**src/rtl/fp_issue_pkg.sv**
```systemverilog
package fp_issue_pkg;

  typedef enum logic [1:0] {
    UNIT_INT = 2'd0,
    UNIT_ADD = 2'd1,
    UNIT_DIV = 2'd2,
    UNIT_RSV = 2'd3
  } unit_e;

  // control-to-datapath strobes
  typedef struct packed {
    logic  issue;     // instruction leaves decode at this edge
    logic  book;      // claim a write-back slot
    logic  markPend;  // result is long-latency: set pending bit
    unit_e unit;      // selects latency
  } strobe_t;

  function automatic int latOf(unit_e u, int intL, int addL, int divL);
    case (u)
      UNIT_INT: return intL;
      UNIT_ADD: return addL;
      default:  return divL;
    endcase
  endfunction

endpackage

```
**src/rtl/fp_issue_ctrl.sv**
```systemverilog
module fp_issue_ctrl
  import fp_issue_pkg::*;
#(
  parameter int NUM_REGS = 32,
  parameter int INT_LAT  = 1,
  parameter int ADD_LAT  = 4,
  parameter int DIV_LAT  = 8,
  parameter int DEPTH    = 8,
  localparam int REG_W   = $clog2(NUM_REGS),
  localparam int IDX_W   = $clog2(DEPTH + 1)
) (
  input  logic                idValid,
  input  unit_e               idUnit,
  input  logic                idWrites,
  input  logic [REG_W-1:0]    idDest,
  input  logic                idUseA,
  input  logic [REG_W-1:0]    idSrcA,
  input  logic                idUseB,
  input  logic [REG_W-1:0]    idSrcB,
  input  logic [NUM_REGS-1:0] pendVec,
  input  logic [DEPTH:0]      busyNext,
  output logic                stall,
  output strobe_t             strb
);

  logic [IDX_W-1:0] latIdx;
  logic rawHaz, wawHaz, portHaz, anyHaz;

  always_comb begin
    latIdx  = IDX_W'(latOf(idUnit, INT_LAT, ADD_LAT, DIV_LAT));
    rawHaz  = (idUseA && pendVec[idSrcA]) || (idUseB && pendVec[idSrcB]);
    wawHaz  = idWrites && pendVec[idDest];
    portHaz = idWrites && busyNext[latIdx];
    anyHaz  = rawHaz || wawHaz || portHaz;
    stall   = idValid && anyHaz;

    strb.issue    = idValid && !anyHaz;
    strb.book     = idValid && !anyHaz && idWrites;
    strb.markPend = idValid && !anyHaz && idWrites && (idUnit != UNIT_INT);
    strb.unit     = idUnit;
  end

endmodule

```
**src/rtl/fp_issue_track.sv**
```systemverilog
module fp_issue_track
  import fp_issue_pkg::*;
#(
  parameter int NUM_REGS = 32,
  parameter int INT_LAT  = 1,
  parameter int ADD_LAT  = 4,
  parameter int DIV_LAT  = 8,
  parameter int DEPTH    = 8,
  localparam int REG_W   = $clog2(NUM_REGS),
  localparam int IDX_W   = $clog2(DEPTH + 1)
) (
  input  logic                clk,
  input  logic                rstN,
  input  strobe_t             strb,
  input  logic [REG_W-1:0]    idDest,
  output logic [NUM_REGS-1:0] pendVec,
  output logic [DEPTH:0]      busyNext
);

  typedef struct packed {
    logic             vld;
    logic             pend;
    logic [REG_W-1:0] dst;
  } slot_t;

  // slotQ[k]: result written back k cycles from now
  slot_t slotQ [1:DEPTH];
  logic [NUM_REGS-1:0] pendQ, setMask, clrMask;
  logic [IDX_W-1:0] latIdx;

  assign latIdx = IDX_W'(latOf(strb.unit, INT_LAT, ADD_LAT, DIV_LAT));

  // occupancy each slot will have after the next shift
  assign busyNext[0] = 1'b0;
  generate
    for (genvar k = 1; k <= DEPTH; k++) begin : g_busy
      if (k < DEPTH) begin : g_mid
        assign busyNext[k] = slotQ[k+1].vld;
      end else begin : g_top
        assign busyNext[k] = 1'b0;
      end
    end
  endgenerate

  always_ff @(posedge clk or negedge rstN) begin
    if (!rstN) begin
      for (int k = 1; k <= DEPTH; k++) slotQ[k] <= '0;
    end else begin
      for (int k = 1; k <= DEPTH; k++) begin
        if (strb.book && latIdx == IDX_W'(k)) begin
          slotQ[k] <= '{vld: 1'b1, pend: strb.markPend, dst: idDest};
        end else if (k < DEPTH) begin
          slotQ[k] <= slotQ[k+1];
        end else begin
          slotQ[k] <= '0;
        end
      end
    end
  end

  always_comb begin
    setMask = '0;
    clrMask = '0;
    if (strb.markPend) setMask[idDest] = 1'b1;
    if (slotQ[1].vld && slotQ[1].pend) clrMask[slotQ[1].dst] = 1'b1;
  end

  always_ff @(posedge clk or negedge rstN) begin
    if (!rstN) pendQ <= '0;
    else       pendQ <= (pendQ & ~clrMask) | setMask;
  end

  assign pendVec = pendQ;

  int pendSlots;
  always_comb begin
    pendSlots = 0;
    for (int k = 1; k <= DEPTH; k++)
      if (slotQ[k].vld && slotQ[k].pend) pendSlots++;
  end

  // a claimed write-back slot must be free
  p_slot_free_r6: assert property (@(posedge clk) disable iff (!rstN)
    strb.book |-> !busyNext[latIdx]);

  // no second in-flight writer of a pending register
  p_no_waw_r5: assert property (@(posedge clk) disable iff (!rstN)
    strb.book |-> !pendQ[idDest]);

  // every pending bit is backed by an in-flight reservation
  p_pend_backed_r3: assert property (@(posedge clk) disable iff (!rstN)
    $countones(pendQ) <= pendSlots);

  // state is empty when reset releases
  p_reset_clean_r9: assert property (@(posedge clk) disable iff (!rstN)
    $rose(rstN) |-> (pendQ == '0 && busyNext == '0));

endmodule

```
**src/rtl/fp_issue_interlock.sv**
```systemverilog
module fp_issue_interlock
  import fp_issue_pkg::*;
#(
  parameter int NUM_REGS = 32,
  parameter int INT_LAT  = 1,
  parameter int ADD_LAT  = 4,
  parameter int DIV_LAT  = 8,
  localparam int MAX_AI  = (ADD_LAT > INT_LAT) ? ADD_LAT : INT_LAT,
  localparam int DEPTH   = (DIV_LAT > MAX_AI) ? DIV_LAT : MAX_AI,
  localparam int REG_W   = $clog2(NUM_REGS)
) (
  input  logic             clk,
  input  logic             rstN,
  input  logic             idValid,
  input  logic [1:0]       idUnit,
  input  logic             idWrites,
  input  logic [REG_W-1:0] idDest,
  input  logic             idUseA,
  input  logic [REG_W-1:0] idSrcA,
  input  logic             idUseB,
  input  logic [REG_W-1:0] idSrcB,
  output logic             stall,
  output logic             issue
);

  strobe_t             strb;
  logic [NUM_REGS-1:0] pendVec;
  logic [DEPTH:0]      busyNext;

  fp_issue_ctrl #(
    .NUM_REGS(NUM_REGS), .INT_LAT(INT_LAT), .ADD_LAT(ADD_LAT),
    .DIV_LAT(DIV_LAT), .DEPTH(DEPTH)
  ) u_ctrl (
    .idValid (idValid),
    .idUnit  (unit_e'(idUnit)),
    .idWrites(idWrites),
    .idDest  (idDest),
    .idUseA  (idUseA),
    .idSrcA  (idSrcA),
    .idUseB  (idUseB),
    .idSrcB  (idSrcB),
    .pendVec (pendVec),
    .busyNext(busyNext),
    .stall   (stall),
    .strb    (strb)
  );

  fp_issue_track #(
    .NUM_REGS(NUM_REGS), .INT_LAT(INT_LAT), .ADD_LAT(ADD_LAT),
    .DIV_LAT(DIV_LAT), .DEPTH(DEPTH)
  ) u_track (
    .clk     (clk),
    .rstN    (rstN),
    .strb    (strb),
    .idDest  (idDest),
    .pendVec (pendVec),
    .busyNext(busyNext)
  );

  assign issue = strb.issue;

  // no stall without a valid instruction
  p_idle_no_stall_r1: assert property (@(posedge clk) disable iff (!rstN)
    !idValid |-> !stall);

  // an issued reader never sees a pending source
  p_raw_clear_r3: assert property (@(posedge clk) disable iff (!rstN)
    (issue && idUseA) |-> !pendVec[idSrcA]);

endmodule

```
**config.mk**
```make
export PLATFORM = sky130hd
export DESIGN_NAME = fp_issue_interlock
export DESIGN_NICKNAME = d
export VERILOG_FILES = /design/src/rtl/fp_issue_pkg.sv /design/src/rtl/fp_issue_ctrl.sv /design/src/rtl/fp_issue_track.sv /design/src/rtl/fp_issue_interlock.sv
export SDC_FILE = /design/constraint.sdc
export NUM_CORES = 1
export LEC_CHECK = 0
export ABC_AREA = 0
export BUFFER_PORTS_ARGS = -buffer_cell sky130_fd_sc_hd__buf_4
export CORE_MARGIN = 10
export CORE_UTILIZATION = 55
export DETAILED_ROUTE_END_ITERATION = 8
export PLACE_DENSITY = 0.73
export REMOVE_ABC_BUFFERS = 1
export SETUP_SLACK_MARGIN = 0.5
export SYNTH_ARGS = -nofsm -noshare
export SYNTH_HDL_FRONTEND = slang
export SYNTH_SLANG_ARGS = --single-unit
```
**constraint.sdc**
```tcl
create_clock -name clk -period 4.7 [get_ports clk]
set_clock_uncertainty 0.1 [all_clocks]
set_input_delay 0.94 -clock clk [delete_from_list [all_inputs] [get_ports clk]]
set_output_delay 0.94 -clock clk [all_outputs]
set_load 0.1 [all_outputs]
```
==> qor.csv, run 1 <==
metric;value;unit
status;finished, final reports clean;
placed cell areas;0.00415;mm2
Skew-Pair Late Insertion Delay;0.36;ns
yosys warns;0;
worst rel slew slack;30.6;%
CTS Sinks;88;
Overall Power;1.48;mW
number of fill cells;532;
die area;0.0109;mm2
largest net degree at the start of global routing;89;
residual DRC count;0;
final non-filler cell total;435;
Chip Width;105;um
final setup vio count;0;
Primary FF master, synth;dfrtp_1;
Antenna Cells;0;
CP top delay family;compound AO/OA/AOI/OAI gates;
PwrDens;336;mW/mm2
pins over their slew limit;0;
Antenna Nets Post-Route;0;
crit path max fanout;9;
CP Capture Type;output pin;
Crit Path Category;in -> out;
fin crit period;4.08;ns
CP bufs+invs;2;
Reg area;0.00220;mm2
CTS clk-pin slew, worst paths;0.09;ns
Hold/Removal Path Class;reg -> reg;
Seq/Total Area, Yosys;56.0;%
RSZ-0062 raised after global routing;no;
first-pass GRT wire length;15.5;mm
Core Area;0.00687;mm2
Synth area leaders;dfrtp_1 56%, mux4_2 9.2%, o31ai_1 6.1%, mux2i_1 4.6%, mux2_2 4.6%;
synthesized flop and latch total;88;
Leakage;1.80;nW
Routed WL;9.34;mm
post-synthesis cell area;0.00394;mm2
Iter 0 DRT Violations;340;
htree depth;3;
root buffer cell;clkbuf_8;
ratio of cells with drive above 1 in the final layout;22.7;%
EDFF count, synth;0;
fin area;0.00440;mm2
Critical-path top delay cell;mux4_2;
clk buf depth;2;
CP Launch Type;input port;
final worst-path cycle share;86.9;%
Die Ht;105;um
synth cell count leaders;88 x dfrtp_1, 34 x o21ai_0, 32 x o31ai_1;
row count;30;
CTS tree;built;
# hold bufs at CTS;0;
dominant cell type by area after synthesis;dfrtp_1;
Vias/cell;6.39;
number of global-route vias before repair;2875;
Max-cap violations;0;
final hold vios;0;
Synth-to-Final Area Change;11.8;%
CP arrival;3.04;ns
Vias;2779;
RD Place Congestion;0.885;
Max VDD drop;244;uV
syn avg cell area;12.3;um2
total CTS buffers;9;
Buffers on Ports;24;
top-count cell post-synth;dfrtp_1;
Initial DRT Pass Iterations;6;
Fmax;245;MHz
top-area cell type share of the netlist area;56.0;%
drt wl/cell;21.5;um
worst-margin pin slew;1.04;ns
GR Util All Layers;17.6;%
Finished Core Util;64.0;%
I/O pin cnt;25;
antenna violations before repair;0;
critical path's largest stage delay;0.50;ns
WP data required;3.66;ns
Initial Utilization;57.3;%
cells along the critical path;buf_6, mux4_2, mux2_2, o31a_1, a32oi_2, a21bo_2, and2_1, buf_4;
Layout Nets;357;
DP Cell Count;419;
post-DP HPWL;6.47;mm
Netlist cell types;33;
total gr overflow;0;
Cells after Synth;321;
setup_tns;0;ns
Synth async-reset ratio;100;%
area of the multi-input gates;0.00162;mm2
[routing by layer]
metal	GRT usage (%)	vias to the layer above	wire (um)	share of wire, %
li1	-	1225	-	-
met1	22.9	1382	3890	42
met2	27.7	145	4510	48
met3	3.87	27	712	7.6
met4	8.14	0	233	2.5
met5	0	-	0	0
[what timing repair did]
item,4_1_cts,5_1_grt
buffers inserted,0,0
resized for setup,1,2
endpoints found under the setup margin,2,2
pin swaps,0,1
[report_power, final]
| part | switching (mW) | internal (mW) | leakage, nW |
|---|---|---|---|
| logic | 0.0755 | 0.0354 | 0.621 |
| clock network | 0.278 | 0.322 | 0.119 |
| registers | 0.00411 | 0.764 | 1.06 |
[state kept, by name, indices dropped and copies added (netlist names)]
name / cells
u_track.pendVec: 32
u_track.busyNext: 7
u_track.slotQ: 49
[layout make-up]
| cell class | count | share of cell area [%] |
|---|---|---|
| inverter | 8 | 0.683 |
| sequential | 88 | 50.1 |
| timing repair buffer | 25 | 4.44 |
| clock inverter | 6 | 2.22 |
| tap | 96 | 2.73 |
| multi-input combinational | 202 | 36.7 |
| clock buffer | 10 | 3.13 |
[metrics by stage]
step	setup WS [ns]	hold WS (ns)
final	0.616	0.254
after global routing	0.535	0.261
after CTS	0.533	0.257
after detailed placement	0.456	0.235
after global placement	0.522	0.234
after floorplan	-0.216	0.231
[layout by cell type, fill, tap and decap left out, types with 3 or more instances in the layout]
| cell | netlist | layout |
|---|---|---|
| a22oi_1 | 3 | 3 |
| and2_1 | 3 | 3 |
| buf_4 | 0 | 23 |
| clkbuf_8 | 0 | 10 |
| dfrtp_1 | 88 | 88 |
| inv_1 | 8 | 8 |
| mux2_2 | 16 | 16 |
| mux2i_1 | 18 | 18 |
| mux4_2 | 16 | 16 |
| nand2_1 | 19 | 19 |
| nand2b_1 | 5 | 5 |
| nand3_1 | 9 | 9 |
| nand3b_1 | 4 | 4 |
| nor2_1 | 13 | 13 |
| nor2b_1 | 3 | 3 |
| nor3_1 | 7 | 7 |
| o21ai_0 | 34 | 34 |
| o31ai_1 | 32 | 32 |
[path summary, 6_finish.rpt]
check | from | end | slack, ns | cells after the start
worst max-delay path | idSrcB[1] | stall | 0.62 | 8
worst min-delay path | u_track.busyNext[5]$_DFF_PN0_ | u_track.busyNext[4]$_DFF_PN0_ | 0.25 | 0
worst max register to register | u_track.pendVec[23]$_DFF_PN0_ | u_track.pendVec[21]$_DFF_PN0_ | 1.90 | 7
max in group asynchronous | rstN | u_track.pendVec[4]$_DFF_PN0_ | 3.17 | 1
worst min register to register | u_track.busyNext[5]$_DFF_PN0_ | u_track.busyNext[4]$_DFF_PN0_ | 0.25 | 0
min in group asynchronous | rstN | u_track.busyNext[6]$_DFF_PN0_ | 0.67 | 1
[kinds of logic (layout without fill, tap and decap cells)]
family | after synthesis | after routing | synth area share (%)
flip-flops | 88 | 88 | 56.0
AO/OA/AOI/OAI | 81 | 81 | 13.4
multiplexers | 50 | 50 | 18.3
buffers and inverters | 31 | 49 | 3.18
AND/OR/NAND/NOR | 71 | 71 | 9.09
Power figures use the tool's default switching activity.
==> run 2, diff against run 1 <==
--- a/config.mk
+++ b/config.mk
@@ -7,6 +7,7 @@
 export LEC_CHECK = 0
 export ABC_AREA = 0
 export BUFFER_PORTS_ARGS = -buffer_cell sky130_fd_sc_hd__buf_4
+export CORE_ASPECT_RATIO = 1.25
 export CORE_MARGIN = 10
 export CORE_UTILIZATION = 55
 export DETAILED_ROUTE_END_ITERATION = 8
==> qor.csv, run 2 (same netlist as run 1, synthesis figures left out) <==
metric;value;unit;change
status;finished, final reports clean;;
Initial Utilization;56.4;%;-0.88 points
final hold vios;0;;unchanged
pre-CTS WS;0.328;ns;-0.129 ns
I/O pin cnt;25;;unchanged
post-DP HPWL;6.26;mm;-3.2%
final setup vio count;0;;unchanged
NetSw;0.336;mW;-6.2%
row count;34;;+13%
Buffers on Ports;24;;unchanged
number of flip-flops in the largest register;49;;unchanged
CTS clk-pin slew, worst paths;0.08;ns;about the same
root buffer cell;clkbuf_8;;
P_int;1.12;mW;-0.33%
Critical R2R Launch;u_track.pendVec[22]$_DFF_PN0_;;
number of global-route vias before repair;2882;;+0.24%
CP Capture Type;output pin;;
worst-margin pin slew;1.06;ns;+0.0193 ns
Fmax;243;MHz;-0.69%
Reg2Reg Depth;8;;+1
Antenna Nets Post-Route;0;;unchanged
largest net degree at the start of global routing;89;;unchanged
Core Area;0.00698;mm2;+1.6%
RD Place Congestion;0.990;;+12%
most frequent cells in the layout;88 x dfrtp_1, 34 x o21ai_0, 32 x o31ai_1;;
FF-to-FF setup slack;1.84;ns;-0.06 ns
first-pass GRT wire length;15.1;mm;-2.3%
setup_tns;0;ns;unchanged
crit path max fanout;9;;unchanged
fin worst setup slack;0.588;ns;-0.0284 ns
die area;0.0110;mm2;+0.19%
fin crit period;4.11;ns;+0.0284 ns
Synth-to-Final Area Change;12.0;%;
Vias/cell;6.50;;+1.8%
Die Ht;115;um;+9.5%
CTS tree;built;;
RSZ-0062 raised after global routing;no;;
Antenna Cells;0;;unchanged
Max VDD drop;257;uV;+5.4%
WP data required;3.66;ns;about the same
Skew-Pair Late Insertion Delay;0.35;ns;about the same
total CTS buffers;9;;unchanged
ratio of cells with drive above 1 in the final layout;22.6;%;-0.13 points
CTS Sinks;88;;unchanged
Initial DRT Pass Iterations;6;;unchanged
clk buf depth;2;;unchanged
pins over their slew limit;0;;unchanged
Hold/Removal Path Class;reg -> reg;;
Vias;2803;;+0.86%
most common cell after layout, fill and taps aside;dfrtp_1;;
final worst-path cycle share;87.5;%;+0.60 points
largest register by flop count;u_track.slotQ;;
# hold bufs at CTS;0;;unchanged
Comb power frac;7.8;%;+0.3 points
htree depth;3;;unchanged
FF-to-FF End;u_track.pendVec[24]$_DFF_PN0_;;
Chip Width;95.7;um;-8.5%
total gr overflow;0;;unchanged
worst rel slew slack;29.3;%;-1.3 points
Leakage;1.80;nW;-0.11%
residual DRC count;0;;unchanged
Routed WL;9.37;mm;+0.30%
Min Hold Slack;0.247;ns;-0.00733 ns
Layout Nets;359;;+0.56%
number of fill cells;556;;+4.5%
antenna violations before repair;0;;unchanged
GR Util All Layers;17.9;%;+0.25 points
CP startpoint;idSrcB[1];;
Iter 0 DRT Violations;394;;+16%
clock share of power;39.4;%;-1.2 points
CP Launch Type;input port;;
worst setup path endpoint;stall;;
Overall Power;1.45;mW;-1.7%
Sw Share;23.1;%;-1.1 points
PwrDens;330;mW/mm2;-2.0%
Crit Path Category;in -> out;;
CP arrival;3.07;ns;+0.03 ns
drt wl/cell;21.7;um;+1.2%
share of power burned in registers;52.8;%;+0.9 points
Max-cap violations;0;;unchanged
run 2: changes by cell type in the layout (fill, tap and decap cells not counted), sizes merged:
| cell | previous run | this run |
|---|---|---|
| clkbuf | 10 | 12 |
| clkinvlp | 0 | 1 |
| buf | 25 | 26 |
| inv | 11 | 9 |
| a21bo | 1 | 2 |
| clkinv | 1 | 0 |
run 2: repair_timing:
item / in CTS / in global routing
setup endpoints to repair: 2 / 2
gates resized for setup: 2 / 2
pin swaps: 1 / 0
endpoints found under the hold margin: 0 / 0
setup buffers: 0 / 1
gates cloned: 1 / 0
run 2: worst min-delay path by stage:
stage                                        from                            end  cells after the start
finish                u_track.slotQ[32]$_DFF_PN0_    u_track.slotQ[39]$_DFF_PN0_                      0
global route        u_track.busyNext[5]$_DFF_PN0_  u_track.busyNext[4]$_DFF_PN0_                      0
CTS                   u_track.slotQ[32]$_DFF_PN0_    u_track.slotQ[39]$_DFF_PN0_                      0
detailed placement    u_track.slotQ[15]$_DFF_PN0_    u_track.slotQ[22]$_DFF_PN0_                      0
global placement      u_track.slotQ[36]$_DFF_PN0_    u_track.slotQ[43]$_DFF_PN0_                      0
floorplan           u_track.busyNext[2]$_DFF_PN0_  u_track.busyNext[1]$_DFF_PN0_                      0
run 2: metrics by stage:
step                      utilization [%]  cells  cell area (um2)
after floorplan                         -    298             3840
after CTS                            62.9    430             4390
after global placement               59.3    413             4140
after detailed placement             59.3    413             4140
final                                63.2    431             4410
after global routing                 63.2    431             4410
run 2: final cells by class:
class	instances	area, um2	area share, %
tap	90	113	2.55
multi-input combinational	203	1640	37.3
inverter	8	30.0	0.681
sequential	88	2200	50.0
clock inverter	4	76.3	1.73
clock buffer	12	145	3.29
timing repair buffer	26	199	4.51
run 2: power by group through the flow:
stage | clock network (mW) | logic, mW | registers (mW)
floorplan | 0 | 0.0468 | 0.781
global placement | 0 | 0.105 | 0.782
detailed placement | 0 | 0.107 | 0.783
CTS | 0.584 | 0.111 | 0.768
global route | 0.608 | 0.124 | 0.769
finish | 0.572 | 0.114 | 0.768
run 2: critical path, cell delays in order:
cell	delay (ns)
buf_4	0.16
mux4_2	0.50
mux2_2	0.27
o31a_1	0.27
a32oi_4	0.26
a21bo_4	0.28
and2_1	0.16
buf_4	0.23
run 2: metal layers:
layer,GRT usage [%],up-vias,share of wire (%)
li1,-,1225,-
met1,23.0,1397,40
met2,26.9,155,47
met3,5.25,26,9.4
met4,8.67,0,3.2
met5,0,-,0
